==> src/rtl/spibuf_pkg.sv <==
`timescale 1ns/1ps
package spibuf_pkg;
  typedef enum logic [3:0] {
    RG_ENABLE  = 4'd0,
    RG_TX_THR  = 4'd1,
    RG_RX_THR  = 4'd2,
    RG_TX_LVL  = 4'd3,
    RG_RX_LVL  = 4'd4,
    RG_STATUS  = 4'd5,
    RG_IMASK   = 4'd6,
    RG_IMSTAT  = 4'd7,
    RG_IRAW    = 4'd8,
    RG_ICLR    = 4'd9,
    RG_DMACTL  = 4'd10,
    RG_TX_DLVL = 4'd11,
    RG_RX_DLVL = 4'd12,
    RG_TXDATA  = 4'd13,
    RG_RXDATA  = 4'd14
  } reg_idx_e;

  localparam int NIRQ     = 5;
  localparam int EV_TXLOW = 0;
  localparam int EV_TXOVF = 1;
  localparam int EV_RXUNF = 2;
  localparam int EV_RXOVF = 3;
  localparam int EV_RXHI  = 4;
endpackage

==> src/rtl/spibuf_fifo.sv <==
`timescale 1ns/1ps
module spibuf_fifo #(
  parameter int DEPTH = 32,
  parameter int DW    = 16,
  parameter int CW    = $clog2(DEPTH + 1)
) (
  input  logic          clk,
  input  logic          rst_n,
  input  logic          flush,
  input  logic          push,
  input  logic [DW-1:0] push_data,
  input  logic          pop,
  output logic [DW-1:0] head,
  output logic [CW-1:0] count,
  output logic          drop,
  output logic          starve
);
  localparam int PW = (DEPTH > 1) ? $clog2(DEPTH) : 1;
  localparam logic [PW-1:0] LAST = PW'(DEPTH - 1);

  logic [DW-1:0] mem [DEPTH];
  logic [PW-1:0] wr_ptr, rd_ptr;
  logic          full, empty, do_push, do_pop;

  assign full    = (count == CW'(DEPTH));
  assign empty   = (count == '0);
  assign do_push = push && !full && !flush;
  assign do_pop  = pop && !empty && !flush;
  assign drop    = push && full && !flush;
  assign starve  = pop && empty;
  assign head    = mem[rd_ptr];

  always_ff @(posedge clk) begin
    if (do_push) mem[wr_ptr] <= push_data;
  end

  always_ff @(posedge clk) begin
    if (!rst_n || flush) begin
      wr_ptr <= '0;
      rd_ptr <= '0;
      count  <= '0;
    end else begin
      if (do_push) wr_ptr <= (wr_ptr == LAST) ? '0 : wr_ptr + 1'b1;
      if (do_pop)  rd_ptr <= (rd_ptr == LAST) ? '0 : rd_ptr + 1'b1;
      case ({do_push, do_pop})
        2'b10:   count <= count + 1'b1;
        2'b01:   count <= count - 1'b1;
        default: count <= count;
      endcase
    end
  end
endmodule

==> src/rtl/spibuf_irq.sv <==
`timescale 1ns/1ps
module spibuf_irq
  import spibuf_pkg::*;
(
  input  logic            clk,
  input  logic            rst_n,
  input  logic            ev_txovf,
  input  logic            ev_rxunf,
  input  logic            ev_rxovf,
  input  logic            lvl_txlow,
  input  logic            lvl_rxhi,
  input  logic            clr_we,
  input  logic [3:0]      clr_bits,
  input  logic [NIRQ-1:0] mask,
  output logic [NIRQ-1:0] raw,
  output logic [NIRQ-1:0] masked,
  output logic            irq
);
  logic st_txovf, st_rxunf, st_rxovf;
  logic kill_txovf, kill_rxunf, kill_rxovf;

  assign kill_txovf = clr_we && (clr_bits[0] || clr_bits[3]);
  assign kill_rxunf = clr_we && (clr_bits[0] || clr_bits[1]);
  assign kill_rxovf = clr_we && (clr_bits[0] || clr_bits[2]);

  always_ff @(posedge clk) begin
    if (!rst_n) begin
      st_txovf <= 1'b0;
      st_rxunf <= 1'b0;
      st_rxovf <= 1'b0;
    end else begin
      st_txovf <= ev_txovf || (st_txovf && !kill_txovf);
      st_rxunf <= ev_rxunf || (st_rxunf && !kill_rxunf);
      st_rxovf <= ev_rxovf || (st_rxovf && !kill_rxovf);
    end
  end

  always_comb begin
    raw           = '0;
    raw[EV_TXLOW] = lvl_txlow;
    raw[EV_TXOVF] = st_txovf;
    raw[EV_RXUNF] = st_rxunf;
    raw[EV_RXOVF] = st_rxovf;
    raw[EV_RXHI]  = lvl_rxhi;
  end

  assign masked = raw & mask;
  assign irq    = |masked;
endmodule

==> src/rtl/spi_buffer_ctl.sv <==
`timescale 1ns/1ps
module spi_buffer_ctl
  import spibuf_pkg::*;
#(
  parameter int DEPTH = 32,
  parameter int DW    = 16,
  parameter int RW    = 32
) (
  input  logic          clk,
  input  logic          rst_n,
  input  logic          reg_wr,
  input  logic          reg_rd,
  input  logic [3:0]    reg_addr,
  input  logic [RW-1:0] reg_wdata,
  output logic [RW-1:0] reg_rdata,
  output logic          reg_rvalid,
  output logic          tx_out_valid,
  input  logic          tx_out_ready,
  output logic [DW-1:0] tx_out_data,
  input  logic          rx_in_valid,
  output logic          rx_in_ready,
  input  logic [DW-1:0] rx_in_data,
  input  logic          eng_busy,
  output logic          irq,
  output logic          tx_dma_req,
  output logic          rx_dma_req
);
  localparam int LW = (DEPTH > 1) ? $clog2(DEPTH) : 1;
  localparam int CW = $clog2(DEPTH + 1);

  logic            en_q;
  logic [LW-1:0]   tx_thr, rx_thr, tx_dlvl, rx_dlvl;
  logic [NIRQ-1:0] mask_q, raw, masked;
  logic [1:0]      dmactl;
  logic [CW-1:0]   tx_cnt, rx_cnt;
  logic [DW-1:0]   rx_head;
  logic            tx_drop, tx_starve_unused, rx_drop, rx_starve;
  logic            fits, tx_push, rx_pop, rx_push, tx_pop;
  logic [RW-1:0]   rd_mux;
  logic [4:0]      status;

  function automatic logic hit(input logic strobe, input logic [3:0] a, input reg_idx_e r);
    return strobe && (a == r);
  endfunction

  assign fits    = reg_wdata < RW'(DEPTH);
  assign tx_push = hit(reg_wr, reg_addr, RG_TXDATA);
  assign rx_pop  = hit(reg_rd, reg_addr, RG_RXDATA);
  assign rx_in_ready  = en_q;
  assign rx_push      = rx_in_valid && en_q;
  assign tx_out_valid = en_q && (tx_cnt != '0);
  assign tx_pop       = tx_out_valid && tx_out_ready;

  always_ff @(posedge clk) begin
    if (!rst_n) begin
      en_q    <= 1'b0;
      tx_thr  <= '0;
      rx_thr  <= '0;
      tx_dlvl <= '0;
      rx_dlvl <= '0;
      mask_q  <= '0;
      dmactl  <= '0;
    end else if (reg_wr) begin
      case (reg_addr)
        RG_ENABLE:  en_q   <= reg_wdata[0];
        RG_IMASK:   mask_q <= reg_wdata[NIRQ-1:0];
        RG_DMACTL:  dmactl <= reg_wdata[1:0];
        RG_TX_THR:  if (fits) tx_thr  <= reg_wdata[LW-1:0];
        RG_RX_THR:  if (fits) rx_thr  <= reg_wdata[LW-1:0];
        RG_TX_DLVL: if (fits) tx_dlvl <= reg_wdata[LW-1:0];
        RG_RX_DLVL: if (fits) rx_dlvl <= reg_wdata[LW-1:0];
        default: ;
      endcase
    end
  end

  spibuf_fifo #(.DEPTH(DEPTH), .DW(DW), .CW(CW)) u_txq (
    .clk(clk), .rst_n(rst_n), .flush(!en_q),
    .push(tx_push), .push_data(reg_wdata[DW-1:0]), .pop(tx_pop),
    .head(tx_out_data), .count(tx_cnt), .drop(tx_drop), .starve(tx_starve_unused)
  );

  spibuf_fifo #(.DEPTH(DEPTH), .DW(DW), .CW(CW)) u_rxq (
    .clk(clk), .rst_n(rst_n), .flush(!en_q),
    .push(rx_push), .push_data(rx_in_data), .pop(rx_pop),
    .head(rx_head), .count(rx_cnt), .drop(rx_drop), .starve(rx_starve)
  );

  spibuf_irq u_irq (
    .clk(clk), .rst_n(rst_n),
    .ev_txovf(tx_drop), .ev_rxunf(rx_starve), .ev_rxovf(rx_drop),
    .lvl_txlow(tx_cnt <= CW'(tx_thr)), .lvl_rxhi(rx_cnt > CW'(rx_thr)),
    .clr_we(hit(reg_wr, reg_addr, RG_ICLR)), .clr_bits(reg_wdata[3:0]),
    .mask(mask_q), .raw(raw), .masked(masked), .irq(irq)
  );

  assign tx_dma_req = en_q && dmactl[1] && (tx_cnt <= CW'(tx_dlvl));
  assign rx_dma_req = en_q && dmactl[0] && (rx_cnt >  CW'(rx_dlvl));

  assign status = {rx_cnt == CW'(DEPTH), rx_cnt == '0, tx_cnt == '0,
                   tx_cnt == CW'(DEPTH), eng_busy || tx_out_valid};

  always_comb begin
    rd_mux = '0;
    case (reg_addr)
      RG_ENABLE:  rd_mux = RW'(en_q);
      RG_TX_THR:  rd_mux = RW'(tx_thr);
      RG_RX_THR:  rd_mux = RW'(rx_thr);
      RG_TX_LVL:  rd_mux = RW'(tx_cnt);
      RG_RX_LVL:  rd_mux = RW'(rx_cnt);
      RG_STATUS:  rd_mux = RW'(status);
      RG_IMASK:   rd_mux = RW'(mask_q);
      RG_IMSTAT:  rd_mux = RW'(masked);
      RG_IRAW:    rd_mux = RW'(raw);
      RG_DMACTL:  rd_mux = RW'(dmactl);
      RG_TX_DLVL: rd_mux = RW'(tx_dlvl);
      RG_RX_DLVL: rd_mux = RW'(rx_dlvl);
      RG_RXDATA:  rd_mux = (rx_cnt != '0) ? RW'(rx_head) : '0;
      default:    rd_mux = '0;
    endcase
  end

  always_ff @(posedge clk) begin
    if (!rst_n) begin
      reg_rdata  <= '0;
      reg_rvalid <= 1'b0;
    end else begin
      reg_rvalid <= reg_rd;
      if (reg_rd) reg_rdata <= rd_mux;
    end
  end
endmodule

==> config.mk <==
export PLATFORM = sky130hd
export DESIGN_NAME = spi_buffer_ctl
export DESIGN_NICKNAME = d
export VERILOG_FILES = /design/src/rtl/spibuf_pkg.sv /design/src/rtl/spibuf_fifo.sv /design/src/rtl/spibuf_irq.sv /design/src/rtl/spi_buffer_ctl.sv
export SDC_FILE = /design/constraint.sdc
export NUM_CORES = 1
export LEC_CHECK = 0
export BUFFER_PORTS_ARGS = -buffer_cell sky130_fd_sc_hd__clkbuf_2
export CORE_MARGIN = 1.5
export CORE_UTILIZATION = 50
export CTS_BUF_LIST = sky130_fd_sc_hd__clkbuf_4 sky130_fd_sc_hd__clkbuf_8
export DETAILED_ROUTE_END_ITERATION = 12
export GPL_TIMING_DRIVEN = 0
export MAX_ROUTING_LAYER = met4
export PLACE_DENSITY = 0.7
export SKIP_CTS_REPAIR_TIMING = 1
export SLEW_MARGIN = 10
export SYNTH_ARGS = -nofsm -noshare
export SYNTH_HDL_FRONTEND = slang
export SYNTH_SLANG_ARGS = --single-unit
==> constraint.sdc <==
create_clock -name clk -period 3.3 [get_ports clk]
set_input_delay 0.495 -clock clk [delete_from_list [all_inputs] [get_ports clk]]
set_output_delay 0.495 -clock clk [all_outputs]
set_load 0.005 [all_outputs]
==> flow_summary.json <==
{
  "synthAdderAreaFrac_pct": 1.23,
  "postSynthAreaPerCell_um2": 19.7,
  "final_nets": 2715,
  "synthDominantCellAreaShare_pct": 69.1,
  "cp_slowest_cell": "mux4_2",
  "p_clk_share_pct": 42.1,
  "slew_violations": 0,
  "worst-path-buf-inv": 3,
  "synth_cell_types": 68,
  "required_ns": 2.80,
  "layout_common_cells": "edfxtp_1 (1,024), mux4_2 (298), clkbuf_8 (186)",
  "cts_buffers": 172,
  "overflow": 0,
  "synth-simple-area-share_pct": 4.21,
  "irDropWorstVdd_mv": 0.461,
  "violations": "negative setup slack",
  "syn_to_final_growth_pct": 15.8,
  "gp_congestion": 0.894,
  "swShare_pct": 20.4,
  "synthXorXnorAreaFrac_pct": 0.217,
  "grt_pass1_wl_um": 156000,
  "seq_area_frac_synth_pct": 73.2,
  "critPathMaxStageDelay_ns": 0.54,
  "yosysWarningCount": 0,
  "clock_latency_ns": 0.83,
  "grt.total_usage_pct": 24.5,
  "post-dp-hpwl_um": 71400,
  "drt-pass1-iter-count": 6,
  "p_comb_share_pct": 1.3,
  "fin_setup_tns_ns": -4.21,
  "hp-class": "in -> reg",
  "power_density_mw_per_mm2": 528,
  "ctsHtreeMaxLevel": 4,
  "stdcell_area_mm2": 0.0515,
  "crit_family": "multiplexers",
  "core_area_mm2": 0.0882,
  "clk_pin_slew_ns": 0.06,
  "drtIter0Drc": 2586,
  "synth_edf_count": 1024,
  "layout_commonest_cell": "edfxtp_1",
  "synth_mux_area_share_pct": 16.8,
  "numClockSinks": 1114,
  "finalCritPeriodShare_pct": 109,
  "synthCells": 2260,
  "ys_ff_latch": 1114,
  "row_count": 109,
  "p_sw_mw": 5.55,
  "antenna_found_initial": 1,
  "dieArea_mm2": 0.0908,
  "dieHeight_um": 301,
  "ys.flop_type": "edfxtp_1",
  "crit_chain": "clkbuf_16 > buf_12 > mux4_2 > mux4_2 > mux2_4 > clkbuf_2",
  "critPathCaptureType": "output pin",
  "initial_core_util_pct": 50.4,
  "grt_max_degree": 40,
  "cap_violations": 0,
  "worstPathMaxFanout": 10,
  "finClkSkew_ns": 0.0406,
  "fmax_mhz": 277,
  "worstPathArrival_ns": 3.11,
  "synth_area_leaders": "edfxtp_1 (69%), mux4_2 (15%), dfxtp_1 (4.0%)",
  "cts_root_buf": "clkbuf_8",
  "hold_violations": 0,
  "cp-start-kind": "register",
  "power.internal_mw": 21.6,
  "cp_common_cell": "mux4_2",
  "p_leak_nw": 16.2,
  "io_pins": 113,
  "tightestPinTransition_ns": 1.14,
  "synth_top_family_by_area": "multiplexers",
  "clockBufferDepth": 3,
  "vias": 23300,
  "yosysTopAreaCell": "edfxtp_1",
  "ant_nets": 0,
  "period_minus_slack_ns": 3.61,
  "status": "finished, violations left",
  "syn-cell-area_mm2": 0.0445,
  "utilization_pct": 58.4,
  "postSynth.asyncResetShare_pct": 0,
  "slew_headroom_pct": 23.6,
  "wl_per_cell_um": 27.2,
  "critPathKind": "reg -> out",
  "post_route_cells_drive_above_1_share_pct": 34.0,
  "port_buffers": 96,
  "final-setup-viol-count": 16,
  "wirelength_um": 107000,
  "fill_cells": 6356,
  "drt-vias-per-instance": 5.95,
  "drc": 0,
  "grt_pass1_vias": 24000,
  "fin_ws_ns": -0.308,
  "tritoncts": "done",
  "synth_compound_gate_area_share_pct": 2.55,
  "die_x_um": 301,
  "rsz0062_at_grt": "true",
  "dpl-instance-area_mm2": 0.0477,
  "sequentialPowerShare_pct": 56.7
}
worst paths after layout:
path             startpoint              to  slack, ns  depth (start not counted)
max                register  tx_out_data[4]      -0.31                          6
min                  reg_rd      reg_rvalid       0.09                          2
max reg2reg  u_txq.count[1]  u_txq.count[2]       0.13                         13
min reg2reg   reg_rdata[14]   reg_rdata[14]       0.44                          2
cells by family (layout without fill, tap and decap cells):
kind of cell,Yosys count,after routing
muxes,371,371
AOI/OAI and AO/OA,174,174
DFF,1114,1114
and+or+nand+nor,373,373
buffers and inverters,173,649
adders and majority gates,43,43
xor gates and xnor gates,11,11
other,1,18
worst register-to-register path, cell delays in order, from the launching register on:
cell	delay, ns
dfxtp_1	0.33
clkbuf_2	0.22
nor3_2	0.27
nand2_1	0.17
o211ai_1	0.43
inv_2	0.12
ha_1	0.23
clkbuf_4	0.19
xor2_1	0.17
ha_1	0.21
a21oi_2	0.20
xor2_1	0.11
or3_1	0.32
a21oi_1	0.15
Yosys cell counts, drive strengths merged (24+ instances only):
cell type	count
o21ai	28
nand2	84
buf	81
mux4	298
nand3	30
nor2b	53
clkbuf	57
ha	42
mux2i	49
inv	34
mux2	24
dfxtp	90
a21oi	47
nor2	113
edfxtp	1024
registers in the layout, indices dropped and copies added (netlist names), 6 cells and up, named ones only:
name,flops
u_rxq.mem,512
u_txq.mem,512
reg_rdata,16
u_rxq.count,6
u_txq.count,6
final cells by class:
| cell class | count | area, um2 | share of cell area, % |
|---|---|---|---|
| Inverter | 35 | 136 | 0.265 |
| Clock buffer | 243 | 2990 | 5.80 |
| Antenna cell | 2 | 5.00 | 0.00971 |
| Buffer | 138 | 948 | 1.84 |
| Clock inverter | 69 | 465 | 0.903 |
| Sequential cell | 1114 | 32600 | 63.2 |
| Tap cell | 1165 | 1460 | 2.83 |
| Multi-Input combinational cell | 988 | 11400 | 22.1 |
| Timing Repair Buffer | 164 | 1580 | 3.07 |
routing by layer:
layer / wire length, um / track usage, % / up-vias / share of wire [%]
met4: 2990 / 8.16 / 0 / 2.8
li1: - / - / 9945 / -
met1: 41800 / 31.3 / 12200 / 39
met3: 7300 / 4.07 / 181 / 6.8
met2: 54500 / 40.3 / 955 / 51
met5: 0 / - / - / 0
power groups by stage:
stage | Clock (mW) | Sequential [mW] | Combinational (mW)
floorplan | 0 | 15.7 | 0.0792
global placement | 0 | 15.7 | 0.325
detailed placement | 0 | 15.7 | 0.349
CTS | 11.6 | 15.4 | 0.349
global route | 12.2 | 15.4 | 0.378
finish | 11.4 | 15.4 | 0.350
per-stage QoR:
| step | setup WS [ns] | power [mW] | instances | hold slack, ns |
|---|---|---|---|---|
| 2_1_floorplan | 0.286 | 15.8 | 2275 | 0.435 |
| 3_3_place_gp | -0.468 | 16.0 | 3536 | 0.427 |
| 3_5_place_dp | -0.456 | 16.1 | 3600 | 0.431 |
| 4_1_cts | -1.13 | 27.4 | 3912 | 0.0154 |
| 5_1_grt | -0.383 | 28.0 | 3918 | 0.0393 |
| 6_report | -0.308 | 27.2 | 3918 | 0.0856 |
Power figures use the tool's default switching activity.
